--- config.mk ---
export PLATFORM = sky130hd
export DESIGN_NAME = muxbus_splitter
export DESIGN_NICKNAME = d
export VERILOG_FILES = /design/src/rtl/mbs_pkg.sv /design/src/rtl/mbs_lo_latch.sv /design/src/rtl/mbs_cmd_decode.sv /design/src/rtl/mbs_data_steer.sv /design/src/rtl/muxbus_splitter.sv
export SDC_FILE = /design/constraint.sdc
export NUM_CORES = 1
export LEC_CHECK = 0
export BUFFER_PORTS_ARGS = -buffer_cell sky130_fd_sc_hd__clkbuf_2
export CELL_PAD_IN_SITES_DETAIL_PLACEMENT = 1
export CELL_PAD_IN_SITES_GLOBAL_PLACEMENT = 2
export CORE_MARGIN = 3
export CORE_UTILIZATION = 18
export CTS_BUF_LIST = sky130_fd_sc_hd__clkbuf_16
export CTS_CLUSTER_DIAMETER = 100
export DETAILED_ROUTE_END_ITERATION = 10
export GPL_TIMING_DRIVEN = 0
export PLACE_DENSITY_LB_ADDON = 0.1
export SYNTH_ARGS = -nofsm -noshare
export SYNTH_HDL_FRONTEND = slang
export SYNTH_SLANG_ARGS = --single-unit
--- constraint.sdc ---
create_clock -name clk -period 0.8 [get_ports clk]
set_input_delay 0.04 -clock clk [delete_from_list [all_inputs] [get_ports clk]]
set_output_delay 0.04 -clock clk [all_outputs]
set_load 0.1 [all_outputs]
--- src/rtl/mbs_pkg.sv ---
package mbs_pkg;

   typedef enum logic {
      SPACE_MEM = 1'b0,
      SPACE_IO  = 1'b1
   } space_e;

   typedef struct packed {
      logic mem_rd;
      logic mem_wr;
      logic io_rd;
      logic io_wr;
   } cmd_t;

   localparam cmd_t CMD_IDLE = '{mem_rd: 1'b0, mem_wr: 1'b0, io_rd: 1'b0, io_wr: 1'b0};

   function automatic cmd_t build_cmd(input logic rd_act, input logic wr_act, input space_e space);
      cmd_t c;
      c = CMD_IDLE;
      if (rd_act && !wr_act) begin
         if (space == SPACE_IO) c.io_rd = 1'b1;
         else                   c.mem_rd = 1'b1;
      end else if (wr_act && !rd_act) begin
         if (space == SPACE_IO) c.io_wr = 1'b1;
         else                   c.mem_wr = 1'b1;
      end
      return c;
   endfunction

endpackage

--- src/rtl/mbs_lo_latch.sv ---
module mbs_lo_latch #(
   parameter int W           = 8,
   parameter bit TRANSPARENT = 1'b1
) (
   input  logic         clk,
   input  logic         rst_n,
   input  logic         ale,
   input  logic [W-1:0] ad_in,
   output logic [W-1:0] lo_addr
);

   logic [W-1:0] held_q;

   if (W < 1) begin : g_bad_w
      $error("mbs_lo_latch: W must be at least 1");
   end

   // store every cycle the address phase is open; hold once it closes
   always_ff @(posedge clk or negedge rst_n) begin
      if (!rst_n)   held_q <= '0;
      else if (ale) held_q <= ad_in;
   end

   if (TRANSPARENT) begin : g_transparent
      always_comb begin
         if (ale && rst_n) lo_addr = ad_in;
         else              lo_addr = held_q;
      end
   end else begin : g_registered
      always_comb lo_addr = held_q;
   end

endmodule

--- src/rtl/mbs_cmd_decode.sv ---
module mbs_cmd_decode #(
   parameter bit IO_SEL_HIGH = 1'b1
) (
   input  logic rst_n,
   input  logic rd_n,
   input  logic wr_n,
   input  logic io_sel,
   input  logic inta_n,
   output logic mem_rd_n,
   output logic mem_wr_n,
   output logic io_rd_n,
   output logic io_wr_n,
   output logic int_ack_n
);
   import mbs_pkg::*;

   space_e space;
   cmd_t   cmd;
   logic   rd_act;
   logic   wr_act;

   if (IO_SEL_HIGH) begin : g_io_high
      always_comb space = io_sel ? SPACE_IO : SPACE_MEM;
   end else begin : g_io_low
      always_comb space = io_sel ? SPACE_MEM : SPACE_IO;
   end

   always_comb begin
      rd_act = rst_n && !rd_n;
      wr_act = rst_n && !wr_n;
      cmd    = build_cmd(rd_act, wr_act, space);
   end

   always_comb begin
      mem_rd_n  = !cmd.mem_rd;
      mem_wr_n  = !cmd.mem_wr;
      io_rd_n   = !cmd.io_rd;
      io_wr_n   = !cmd.io_wr;
      int_ack_n = !(rst_n && !inta_n);
   end

endmodule

--- src/rtl/mbs_data_steer.sv ---
module mbs_data_steer #(
   parameter int W         = 8,
   parameter bit GATE_DATA = 1'b1
) (
   input  logic         rst_n,
   input  logic         ale,
   input  logic         rd_n,
   input  logic         wr_n,
   input  logic [W-1:0] ad_in,
   input  logic [W-1:0] sys_d_in,
   output logic [W-1:0] sys_d_out,
   output logic         sys_d_oe,
   output logic [W-1:0] ad_out,
   output logic         ad_oe
);

   logic wr_phase;
   logic rd_phase;

   if (W < 1) begin : g_bad_w
      $error("mbs_data_steer: W must be at least 1");
   end

   // data phase only: address phase closed and exactly one direction active
   always_comb begin
      wr_phase = rst_n && !ale && !wr_n && rd_n;
      rd_phase = rst_n && !ale && !rd_n && wr_n;
      sys_d_oe = wr_phase;
      ad_oe    = rd_phase;
   end

   if (GATE_DATA) begin : g_gated
      always_comb begin
         sys_d_out = wr_phase ? ad_in    : '0;
         ad_out    = rd_phase ? sys_d_in : '0;
      end
   end else begin : g_open
      always_comb begin
         sys_d_out = ad_in;
         ad_out    = sys_d_in;
      end
   end

endmodule

--- src/rtl/muxbus_splitter.sv ---
module muxbus_splitter #(
   parameter int LO_W        = 8,
   parameter int HI_W        = 8,
   parameter bit TRANSPARENT = 1'b1,
   parameter bit IO_SEL_HIGH = 1'b1,
   parameter bit GATE_DATA   = 1'b1
) (
   input  logic                 clk,
   input  logic                 rst_n,
   input  logic                 ale,
   input  logic [LO_W-1:0]      ad_in,
   output logic [LO_W-1:0]      ad_out,
   output logic                 ad_oe,
   input  logic [HI_W-1:0]      hi_addr,
   input  logic                 rd_n,
   input  logic                 wr_n,
   input  logic                 io_sel,
   input  logic                 inta_n,
   output logic [HI_W+LO_W-1:0] sys_addr,
   input  logic [LO_W-1:0]      sys_d_in,
   output logic [LO_W-1:0]      sys_d_out,
   output logic                 sys_d_oe,
   output logic                 mem_rd_n,
   output logic                 mem_wr_n,
   output logic                 io_rd_n,
   output logic                 io_wr_n,
   output logic                 int_ack_n
);

   localparam int ADDR_W = HI_W + LO_W;

   if (LO_W < 1 || HI_W < 0) begin : g_bad_width
      $error("muxbus_splitter: illegal address split");
   end
   if (ADDR_W > 64) begin : g_bad_addr
      $error("muxbus_splitter: address wider than 64 bits");
   end

   logic [LO_W-1:0] lo_addr;

   mbs_lo_latch #(
      .W           (LO_W),
      .TRANSPARENT (TRANSPARENT)
   ) i_lo_latch (
      .clk     (clk),
      .rst_n   (rst_n),
      .ale     (ale),
      .ad_in   (ad_in),
      .lo_addr (lo_addr)
   );

   if (HI_W > 0) begin : g_hi
      always_comb sys_addr = {hi_addr, lo_addr};
   end else begin : g_no_hi
      always_comb sys_addr = lo_addr;
   end

   mbs_cmd_decode #(
      .IO_SEL_HIGH (IO_SEL_HIGH)
   ) i_cmd_decode (
      .rst_n     (rst_n),
      .rd_n      (rd_n),
      .wr_n      (wr_n),
      .io_sel    (io_sel),
      .inta_n    (inta_n),
      .mem_rd_n  (mem_rd_n),
      .mem_wr_n  (mem_wr_n),
      .io_rd_n   (io_rd_n),
      .io_wr_n   (io_wr_n),
      .int_ack_n (int_ack_n)
   );

   mbs_data_steer #(
      .W         (LO_W),
      .GATE_DATA (GATE_DATA)
   ) i_data_steer (
      .rst_n     (rst_n),
      .ale       (ale),
      .rd_n      (rd_n),
      .wr_n      (wr_n),
      .ad_in     (ad_in),
      .sys_d_in  (sys_d_in),
      .sys_d_out (sys_d_out),
      .sys_d_oe  (sys_d_oe),
      .ad_out    (ad_out),
      .ad_oe     (ad_oe)
   );

endmodule

==> results of run 1 <==
-- worst paths after layout --
path / cells after the start / from / endpoint
max in group asynchronous: 2 / rst_n / i_lo_latch.held_q[2]$_DFFE_PN0P_
worst min-delay path: 2 / ad_in[2] / i_lo_latch.held_q[2]$_DFFE_PN0P_
worst max-delay path: 2 / i_lo_latch.held_q[3]$_DFFE_PN0P_ / sys_addr[3]
worst min register to register: 1 / i_lo_latch.held_q[1]$_DFFE_PN0P_ / i_lo_latch.held_q[1]$_DFFE_PN0P_
worst max register to register: 1 / i_lo_latch.held_q[3]$_DFFE_PN0P_ / i_lo_latch.held_q[3]$_DFFE_PN0P_
min in group asynchronous: 2 / rst_n / i_lo_latch.held_q[6]$_DFFE_PN0P_
-- layout make-up --
class | count | share of cell area [%]
flip-flops and latches | 8 | 10.7
repair buffers | 67 | 50.7
plain buffers | 11 | 6.40
well taps | 46 | 3.07
multi-input cells | 40 | 25.2
clock buffers | 3 | 4.00
-- kinds of logic after synthesis --
| logic type | after synthesis |
|---|---|
| simple gates | 24 |
| mux | 16 |
| buf+inv | 11 |
| flops | 8 |
-- power breakdown --
| group | switching (W) | internal (W) |
|---|---|---|
| sequential | 0.0000219 | 0.000448 |
| combinational | 0.000873 | 0.000567 |
| clock | 0.000184 | 0.000643 |
-- through the flow --
step / hold slack [ns] / setup TNS, ns / cells / cell area (sq um) / setup slack, ns
after floorplan: -0.256 / -3.41 / 59 / 788 / -0.252
after global placement: 0.0112 / -19.06 / 166 / 1150 / -0.737
after detailed placement: 0.00759 / -18.92 / 166 / 1150 / -0.733
after CTS: 0.0753 / -7.36 / 171 / 1830 / -0.326
after global routing: 0.0849 / -7.46 / 175 / 1880 / -0.347
final: 0.0789 / -6.76 / 175 / 1880 / -0.317
-- cell usage after synthesis (all sizes together) --
cell,number
and2,16
mux2,16
buf,11
dfrtp,8
and4bb,2
nand4b,2
nand4bb,2
nand2,1
or2b,1
-- layer usage --
layer,vias to the layer above,track usage [%]
met3,2,4.27
met5,-,0
met4,0,3.72
met1,347,12.2
li1,337,-
met2,48,23.5
-- timing repair --
action | in CTS | in global routing
hold buffers | 1 | 0
setup buffers | 0 | 4
endpoints found under the setup margin | 31 | 26
endpoints found under the hold margin | 8 | 0
gates resized for setup | 91 | 10
pin swaps | 6 | 2
gates cloned | 1 | 0
-- worst max-delay path: cells and delay by family, from the launching register on --
kind | cells | cell delay (ns)
flops | 1 | 0.38
mux | 1 | 0.27
buf+inv | 1 | 0.20
==> qor.txt, run 1 <==
Status: finished with violations
Failing checks: negative setup slack
Core area: 3520 sq um
Final layout net count: 162
Period utilisation layout: 140%
Area contributors post-synth: dfrtp_1 (29%), mux2_4 (17%), mux2_2 (13%)
Worst path slowest cell: dfrtp_1
Post-synthesis simple-gate area fraction: 27.4%
Setup CP Type: flop to primary output
Adder-cell area share of the yosys netlist: 0%
Largest net degree at the start of global routing: 11
Largest family of logic cells by synthesized area: multiplexers
Wire length on met2: 1550 microns
Top cell type by total area after synthesis: dfrtp_1
Via Count: 734
Critical-path maximum fanout: 2
WL final: 2740 microns
Post-Synthesis Cell Area: 689 sq um
Period minus WS final: 1.12 ns
Register area: 200 sq um
Vias in the first global route: 851
Peak Freq: 895 MHz
Root Buffer: clkbuf_16
XOR/XNOR Fraction of Synth Area: 0%
Area of the multi-input gates: 472 sq um
Largest register FFs: 8
Cells after Synth: 59
RSZ-0062 raised after global routing: yes
Post-route clock skew: 0 ns
Setup violators final: 26
DR WL met3: 296 microns
Hold Crit Class: input pin to flop
Clock Pin Slew Worst Setup and Hold Paths: 0.04 ns
Final Max Slew Viols: 0
Routability cong.: 0.574
Clock buffer depth: 2
Static leakage: 0.890 nW
R2R Setup Slk: 0.03 ns
#FFs+latches synth: 8
Max IR drop VDD: 0.939 mV
I/O Buffers: 61
Die area: 4610 sq um
DRT met1 WL: 877 microns
Core Util, Final: 53.3%
DRC errors left: 0
Worst Tran Pin Value: 0.546 ns
Largest reg by FF count: i_lo_latch.held_q
Starting DRT DRC Count: 12
Synth Net Count: 90
Initial antenna violation count: 0
Clock Sink Count: 8
Share of post-route cells with drive strength above 1: 90.7%
Crit path capture type: primary output
Die W: 67.9 microns
Syn avg cell area: 11.7 sq um
Post-synthesis mux area share: 30.5%
Uppermost routed layer: met4
Hold Fails Final Rpt: 0
# rows: 21
Grt ovf: 0
Remaining antenna violation count after routing: 0
Sequential area share after synthesis: 29.0%
Slew HR: 63.8%
Critical Path, Cell by Cell: mux2_4, clkbuf_16
WL per Instance: 15.7 microns
Synth Area in Compound Gates: 0%
Area Growth Syn to Fin: 172%
Antenna cells: 0
Worst EP arrival: 1.08 ns
Startpoint Class: flop
Vias/cell: 4.19
Yosys top cell area share: 29.0%
CTS Buf Count: 3
1st-pass router iterations: 3
Clk_lat worst skew: 0.23 ns
First-pass GRT wire length: 4100 microns
Ports: 70
CP required: 0.76 ns
PwrDens: 1460 nW/um^2
# H-tree levels: 1
CP max stage delay: 0.38 ns
Total number of yosys warnings: 0
Most frequent cells in the layout: clkbuf_16 (30), clkbuf_2 (26), and2_4 (16)
Initial Util: 19.6%
Total GRT Usage: 12.2%
CTS tree: done
Most common cell after layout, fill and taps aside: clkbuf_16
Final setup margin: -0.317 ns
Total power: 0.00274 W
Maxcap violations: 0
Largest registers: i_lo_latch.held_q x8
Cell variety after synth: 12
Die Y: 67.9 microns
Filler instances: 359
(Power assumes the default switching activity.)
==> run 2, diff against run 1 <==
--- a/config.mk
+++ b/config.mk
@@ -5,11 +5,12 @@
 export SDC_FILE = /design/constraint.sdc
 export NUM_CORES = 1
 export LEC_CHECK = 0
+export ABC_AREA = 1
 export BUFFER_PORTS_ARGS = -buffer_cell sky130_fd_sc_hd__clkbuf_2
 export CELL_PAD_IN_SITES_DETAIL_PLACEMENT = 1
 export CELL_PAD_IN_SITES_GLOBAL_PLACEMENT = 2
 export CORE_MARGIN = 3
-export CORE_UTILIZATION = 18
+export CORE_UTILIZATION = 16
 export CTS_BUF_LIST = sky130_fd_sc_hd__clkbuf_16
 export CTS_CLUSTER_DIAMETER = 100
 export DETAILED_ROUTE_END_ITERATION = 10
==> qor.txt, run 2 <==
Post-route clock skew: 0 ns
Root Buffer: clkbuf_16
Startpoint Class: flop
Via Count: 959
Net Sw Power: 0.00127 W
Die area: 5230 sq um
Failing checks: negative setup slack
Largest reg by FF count: i_lo_latch.held_q
Reg2reg start: i_lo_latch.held_q[3]$_DFFE_PN0P_
Slew HR: 63.8%
Worst path slowest cell: dfrtp_1
Die Y: 72.4 microns
#FFs+latches synth: 8
Core area: 4120 sq um
Clock group share of total power: 28.3%
Antenna cells: 0
Sw Share: 42.9%
Clock Pin Slew Worst Setup and Hold Paths: 0.04 ns
Routability cong.: 0.704
Vias/cell: 4.15
Hold worst-path end: i_lo_latch.held_q[7]$_DFFE_PN0P_
Final Max Slew Viols: 0
Hold Crit Class: input pin to flop
Total GRT Usage: 12.4%
Cell variety after synth: 14
Combinational share of power: 55.8%
Critical path buffers and inverters: 1
Largest net degree at the start of global routing: 11
Grt ovf: 0
Largest registers: i_lo_latch.held_q x8
I/O Buffers: 60
Ports: 70
WHS Path Cells: 3
CP required: 0.76 ns
Area contributors post-synth: dfrtp_1 (28%), nor2_1 (12%), inv_1 (10%)
Int Pwr: 0.00169 W
Hold Fails Final Rpt: 0
Worst r2r path cells: 3
EDFF count, synth: 0
Clock Sink Count: 8
Post-Synthesis Cell Area: 704 sq um
Top cell type by total area after synthesis: dfrtp_1
Setup violators final: 29
Synth Net Count: 132
Most frequent cells in the layout: clkbuf_16 (33), clkbuf_2 (26), nor2_4 (23)
Worst Tran Pin Value: 0.545 ns
Post-synth top flop: dfrtp_1
Period minus WS final: 1.02 ns
Yosys top cell area share: 28.4%
Syn avg cell area: 6.97 sq um
Area Growth Syn to Fin: 223%
Period utilisation layout: 127%
Worst EP arrival: 0.98 ns
R2R Setup Slk: 0.03 ns
Largest delay share family, worst path: flip-flops
WL per Instance: 14.2 microns
PwrDens: 1300 nW/um^2
Most instantiated cells after synthesis: nor2_1 (23), inv_1 (19)
Core Util, Final: 55.3%
Initial antenna violation count: 0
Final setup margin: -0.216 ns
Final layout net count: 214
Final Hold Slack: 0.117 ns
CTS tree: done
Min-delay src: ale
Status: finished with violations
Crit path capture type: primary output
Static leakage: 1.03 nW
Sequential area share after synthesis: 28.4%
Sequential share of power: 15.9%
Setup CP Type: flop to primary output
Async SR Flop Fraction: 100%
Clock buffer depth: 2
Peak Freq: 984 MHz
Clk_lat worst skew: 0.23 ns
Initial Util: 17.1%
First-pass GRT wire length: 5150 microns
# H-tree levels: 1
RSZ-0062 raised after global routing: yes
Critical Path, Cell by Cell: nand2_2, o21ai_4, clkbuf_16
Hpwl dp: 2080 microns
Starting DRT DRC Count: 22
Maxcap violations: 0
Die W: 72.4 microns
Most common cell after layout, fill and taps aside: clkbuf_16
RR Endpoint: i_lo_latch.held_q[3]$_DFFE_PN0P_
# rows: 23
Remaining antenna violation count after routing: 0
Critical-path maximum fanout: 2
Most frequent cell after synthesis: nor2_1
WL final: 3280 microns
Total number of yosys warnings: 0
CP max stage delay: 0.39 ns
Vias in the first global route: 1115
CTS Buf Count: 3
Largest register FFs: 8
Cells after Synth: 101
Max IR drop VDD: 0.579 mV
1st-pass router iterations: 4
DRC errors left: 0
Share of post-route cells with drive strength above 1: 81.8%
[run 2: cell types whose count changed in the layout (fill, tap and decap cells not counted), moves of 10 or more]
cell and delta:
buf_6 +10, and2_4 -16, inv_1 +17, nor2_4 +23
[run 2: power groups by stage]
stage	sequential [W]	clock [W]	combinational [W]
3_5_place_dp	0.000467	0	0.00118
4_1_cts	0.000467	0.000854	0.00156
5_1_grt	0.000479	0.000878	0.00172
2_1_floorplan	0.000463	0	0.000996
6_report	0.000472	0.000838	0.00165
3_3_place_gp	0.000466	0	0.00117
[run 2: metal layers]
metal / vias up / routed length [microns] / global-route usage [%]
met3: 2 / 192 / 1.39
met2: 41 / 1890 / 24.5
met1: 452 / 1170 / 13.5
li1: 464 / - / -
met4: 0 / 27 / 3.76
met5: - / 0 / 0
[run 2: repair_timing]
item | CTS | global route
hold endpoints to repair | 8 | 0
hold buffers | 1 | 0
cloned | 2 | 0
setup buffers | 8 | 9
gates resized for setup | 109 | 35
pin swaps | 18 | 9
endpoints found under the setup margin | 31 | 36
[run 2: worst max path at each step]
stage	start	to	slack (ns)	cells after the start
2_1_floorplan	ale	ad_out[0]	-0.21	4
3_3_place_gp	rst_n	sys_d_out[0]	-0.62	6
3_5_place_dp	rst_n	sys_d_out[5]	-0.64	6
4_1_cts	i_lo_latch.held_q[6]$_DFFE_PN0P_	sys_addr[6]	-0.20	3
5_1_grt	i_lo_latch.held_q[6]$_DFFE_PN0P_	sys_addr[6]	-0.26	3
6_report	i_lo_latch.held_q[6]$_DFFE_PN0P_	sys_addr[6]	-0.22	3
[run 2: logic make-up (layout without fill, tap and decap cells)]
| kind of cell | Yosys count | in the layout | share of synthesized area (%) |
|---|---|---|---|
| buffers and inverters | 33 | 111 | 25.0 |
| DFF | 8 | 8 | 28.4 |
| AOI/OAI and AO/OA | 16 | 16 | 15.6 |
| and+or+nand+nor | 44 | 46 | 30.9 |
[run 2: layout make-up]
type	count	area [sq um]
sequential	8	200
buffer	11	106
fill	427	1840
timing repair buffer	75	1080
multi-input combinational	62	659
inverter	22	97.6
tap	50	62.6
clock buffer	3	75.1
[run 2: worst reg2reg max path: stages, from the launching register on]
cell and delay [ns]:
dfrtp_1 0.39, buf_6 0.13, nor2_4 0.09, a21oi_2 0.03
[run 2: metrics by stage]
step	area (sq um)	cells	total power (W)	setup TNS, ns	worst slack (ns)
after floorplan	912	101	0.00146	-5.43	-0.206
after detailed placement	1270	211	0.00165	-16.46	-0.645
after global placement	1270	211	0.00164	-16.26	-0.622
after global routing	2280	231	0.00308	-5.19	-0.256
final	2280	231	0.00296	-4.10	-0.216
after CTS	2110	225	0.00288	-4.18	-0.198
==> run 3, diff against run 2 <==
--- a/config.mk
+++ b/config.mk
@@ -16,6 +16,7 @@
 export DETAILED_ROUTE_END_ITERATION = 10
 export GPL_TIMING_DRIVEN = 0
 export PLACE_DENSITY_LB_ADDON = 0.1
+export SETUP_SLACK_MARGIN = 0.05
 export SYNTH_ARGS = -nofsm -noshare
 export SYNTH_HDL_FRONTEND = slang
 export SYNTH_SLANG_ARGS = --single-unit
==> qor.txt, run 3 (synthesized netlist as in run 2, its figures left out) <==
1st-pass router iterations: 3
Core Util, Final: 56.8%
Hold Fails Final Rpt: 0
Uppermost routed layer: met4
Worst path slowest cell: dfrtp_1
Crit path launch: i_lo_latch.held_q[1]$_DFFE_PN0P_
CP max stage delay: 0.38 ns
Setup violators final: 29
Critical-path maximum fanout: 2
I/O Buffers: 60
Worst Tran Pin Value: 0.551 ns
CTS Buf Count: 3
Startpoint Class: flop
Die W: 72.4 microns
Final Max Slew Viols: 0
Clk_lat worst skew: 0.23 ns
Reg2reg start: i_lo_latch.held_q[7]$_DFFE_PN0P_
WL final: 3250 microns
Area Growth Syn to Fin: 232%
# placed instances: 211
Vias in the first global route: 1063
Crit path capture type: primary output
Most common cell after layout, fill and taps aside: clkbuf_16
R2R Setup Slk: -0.09 ns
Starting DRT DRC Count: 14
Static leakage: 1.04 nW
WL per Instance: 13.9 microns
Status: finished with violations
Initial Util: 17.1%
Area of the multi-input gates: 664 sq um
Post-route clock skew: 0 ns
RR Endpoint: i_lo_latch.held_q[7]$_DFFE_PN0P_
Most frequent cells in the layout: clkbuf_16 (36), clkbuf_2 (26), nor2_4 (23)
Final layout net count: 217
Vias/cell: 4.09
Sw Share: 42.7%
Remaining antenna violation count after routing: 0
# rows: 23
CTS tree: done
Worst Setup EP: sys_addr[1]
Grt ovf: 0
Clock buffer depth: 2
Clock Sink Count: 8
CP required: 0.76 ns
# H-tree levels: 1
Final Hold Slack: 0.107 ns
RSZ-0062 raised after global routing: yes
Antenna cells: 0
Share of post-route cells with drive strength above 1: 80.4%
Filler instances: 403
Clock Pin Slew Worst Setup and Hold Paths: 0.04 ns
Min-delay src: ale
Largest reg by FF count: i_lo_latch.held_q
Hold Crit Class: input pin to flop
Setup CP Type: flop to primary output
Pre-CTS setup slack: -0.682 ns
Register area: 200 sq um
Worst r2r path cells: 4
Largest register FFs: 8
Via Count: 957
Initial antenna violation count: 0
Final Non-Filler Cells: 234
Max IR drop VDD: 0.645 mV
Slew HR: 63.4%
PwrDens: 1280 nW/um^2
Failing checks: negative setup slack
WHS Path Cells: 3
Largest registers: i_lo_latch.held_q x8
Ports: 70
First-pass GRT wire length: 5330 microns
Critical Path, Cell by Cell: nand2_2, o21ai_4, clkbuf_16
Maxcap violations: 0
DR WL met3: 147 microns
Largest net degree at the start of global routing: 11
Period minus WS final: 0.996 ns
Routability cong.: 0.609
Die area: 5230 sq um
Period utilisation layout: 124%
Clock group share of total power: 28.3%
DRC errors left: 0
Core area: 4120 sq um
Wire length on met2: 1730 microns
Sequential share of power: 15.6%
Net Sw Power: 0.00128 W
Root Buffer: clkbuf_16
Combinational share of power: 56.2%
Worst EP arrival: 0.96 ns
Die Y: 72.4 microns
Peak Freq: 1000 MHz
Hpwl dp: 2040 microns
Total GRT Usage: 13.2%
DRT met1 WL: 1340 microns
Int Pwr: 0.00172 W
Final setup margin: -0.196 ns
==> run 3: final cells by class <==
type,count,area share (%)
repair buffers,79,48.2
multi-input cells,61,28.4
flip-flops and latches,8,8.56
plain buffers,11,4.76
inverters,22,4.17
clock buffers,3,3.21
well taps,50,2.68
==> run 3: worst min-delay path by stage <==
| stage | end |
|---|---|
| after floorplan | i_lo_latch.held_q[0]$_DFFE_PN0P_ |
| after global placement | i_lo_latch.held_q[3]$_DFFE_PN0P_ |
| after detailed placement | i_lo_latch.held_q[3]$_DFFE_PN0P_ |
| after CTS | i_lo_latch.held_q[5]$_DFFE_PN0P_ |
| after global routing | i_lo_latch.held_q[5]$_DFFE_PN0P_ |
| final | i_lo_latch.held_q[5]$_DFFE_PN0P_ |
==> run 3: worst max-delay path, delay by kind of cell, from the launching register on <==
| family | cells | cell delay [ns] |
|---|---|---|
| simple gates | 1 | 0.08 |
| buf+inv | 1 | 0.20 |
| flops | 1 | 0.38 |
| compound gates | 1 | 0.06 |
==> run 3: power groups by stage <==
stage	combinational (W)	clock [W]	sequential, W
after floorplan	0.00102	0	0.000463
after global placement	0.00120	0	0.000465
after detailed placement	0.00121	0	0.000467
after CTS	0.00162	0.000865	0.000467
after global routing	0.00176	0.000882	0.000471
final	0.00169	0.000848	0.000468
==> run 3: routing by layer <==
| layer | vias to the layer above | global-route usage (%) |
|---|---|---|
| met5 | - | 0 |
| met4 | 0 | 6.26 |
| met3 | 2 | 1.66 |
| met2 | 38 | 23.0 |
| met1 | 453 | 16.0 |
| li1 | 464 | - |
==> run 3: repair_timing <==
action	4_1_cts	5_1_grt
setup endpoints to repair	31	35
gates cloned	1	0
gates resized for setup	118	15
hold buffers	1	0
endpoints found under the hold margin	8	0
setup buffers	11	9
pin swaps	17	10
==> run 3: metrics by stage <==
| step | setup TNS [ns] | instance area (sq um) | total power (W) |
|---|---|---|---|
| after detailed placement | -17.75 | 1330 | 0.00167 |
| after floorplan | -3.89 | 963 | 0.00148 |
| after global routing | -5.24 | 2340 | 0.00311 |
| after global placement | -17.74 | 1330 | 0.00166 |
| final | -4.08 | 2340 | 0.00300 |
| after CTS | -3.79 | 2230 | 0.00295 |
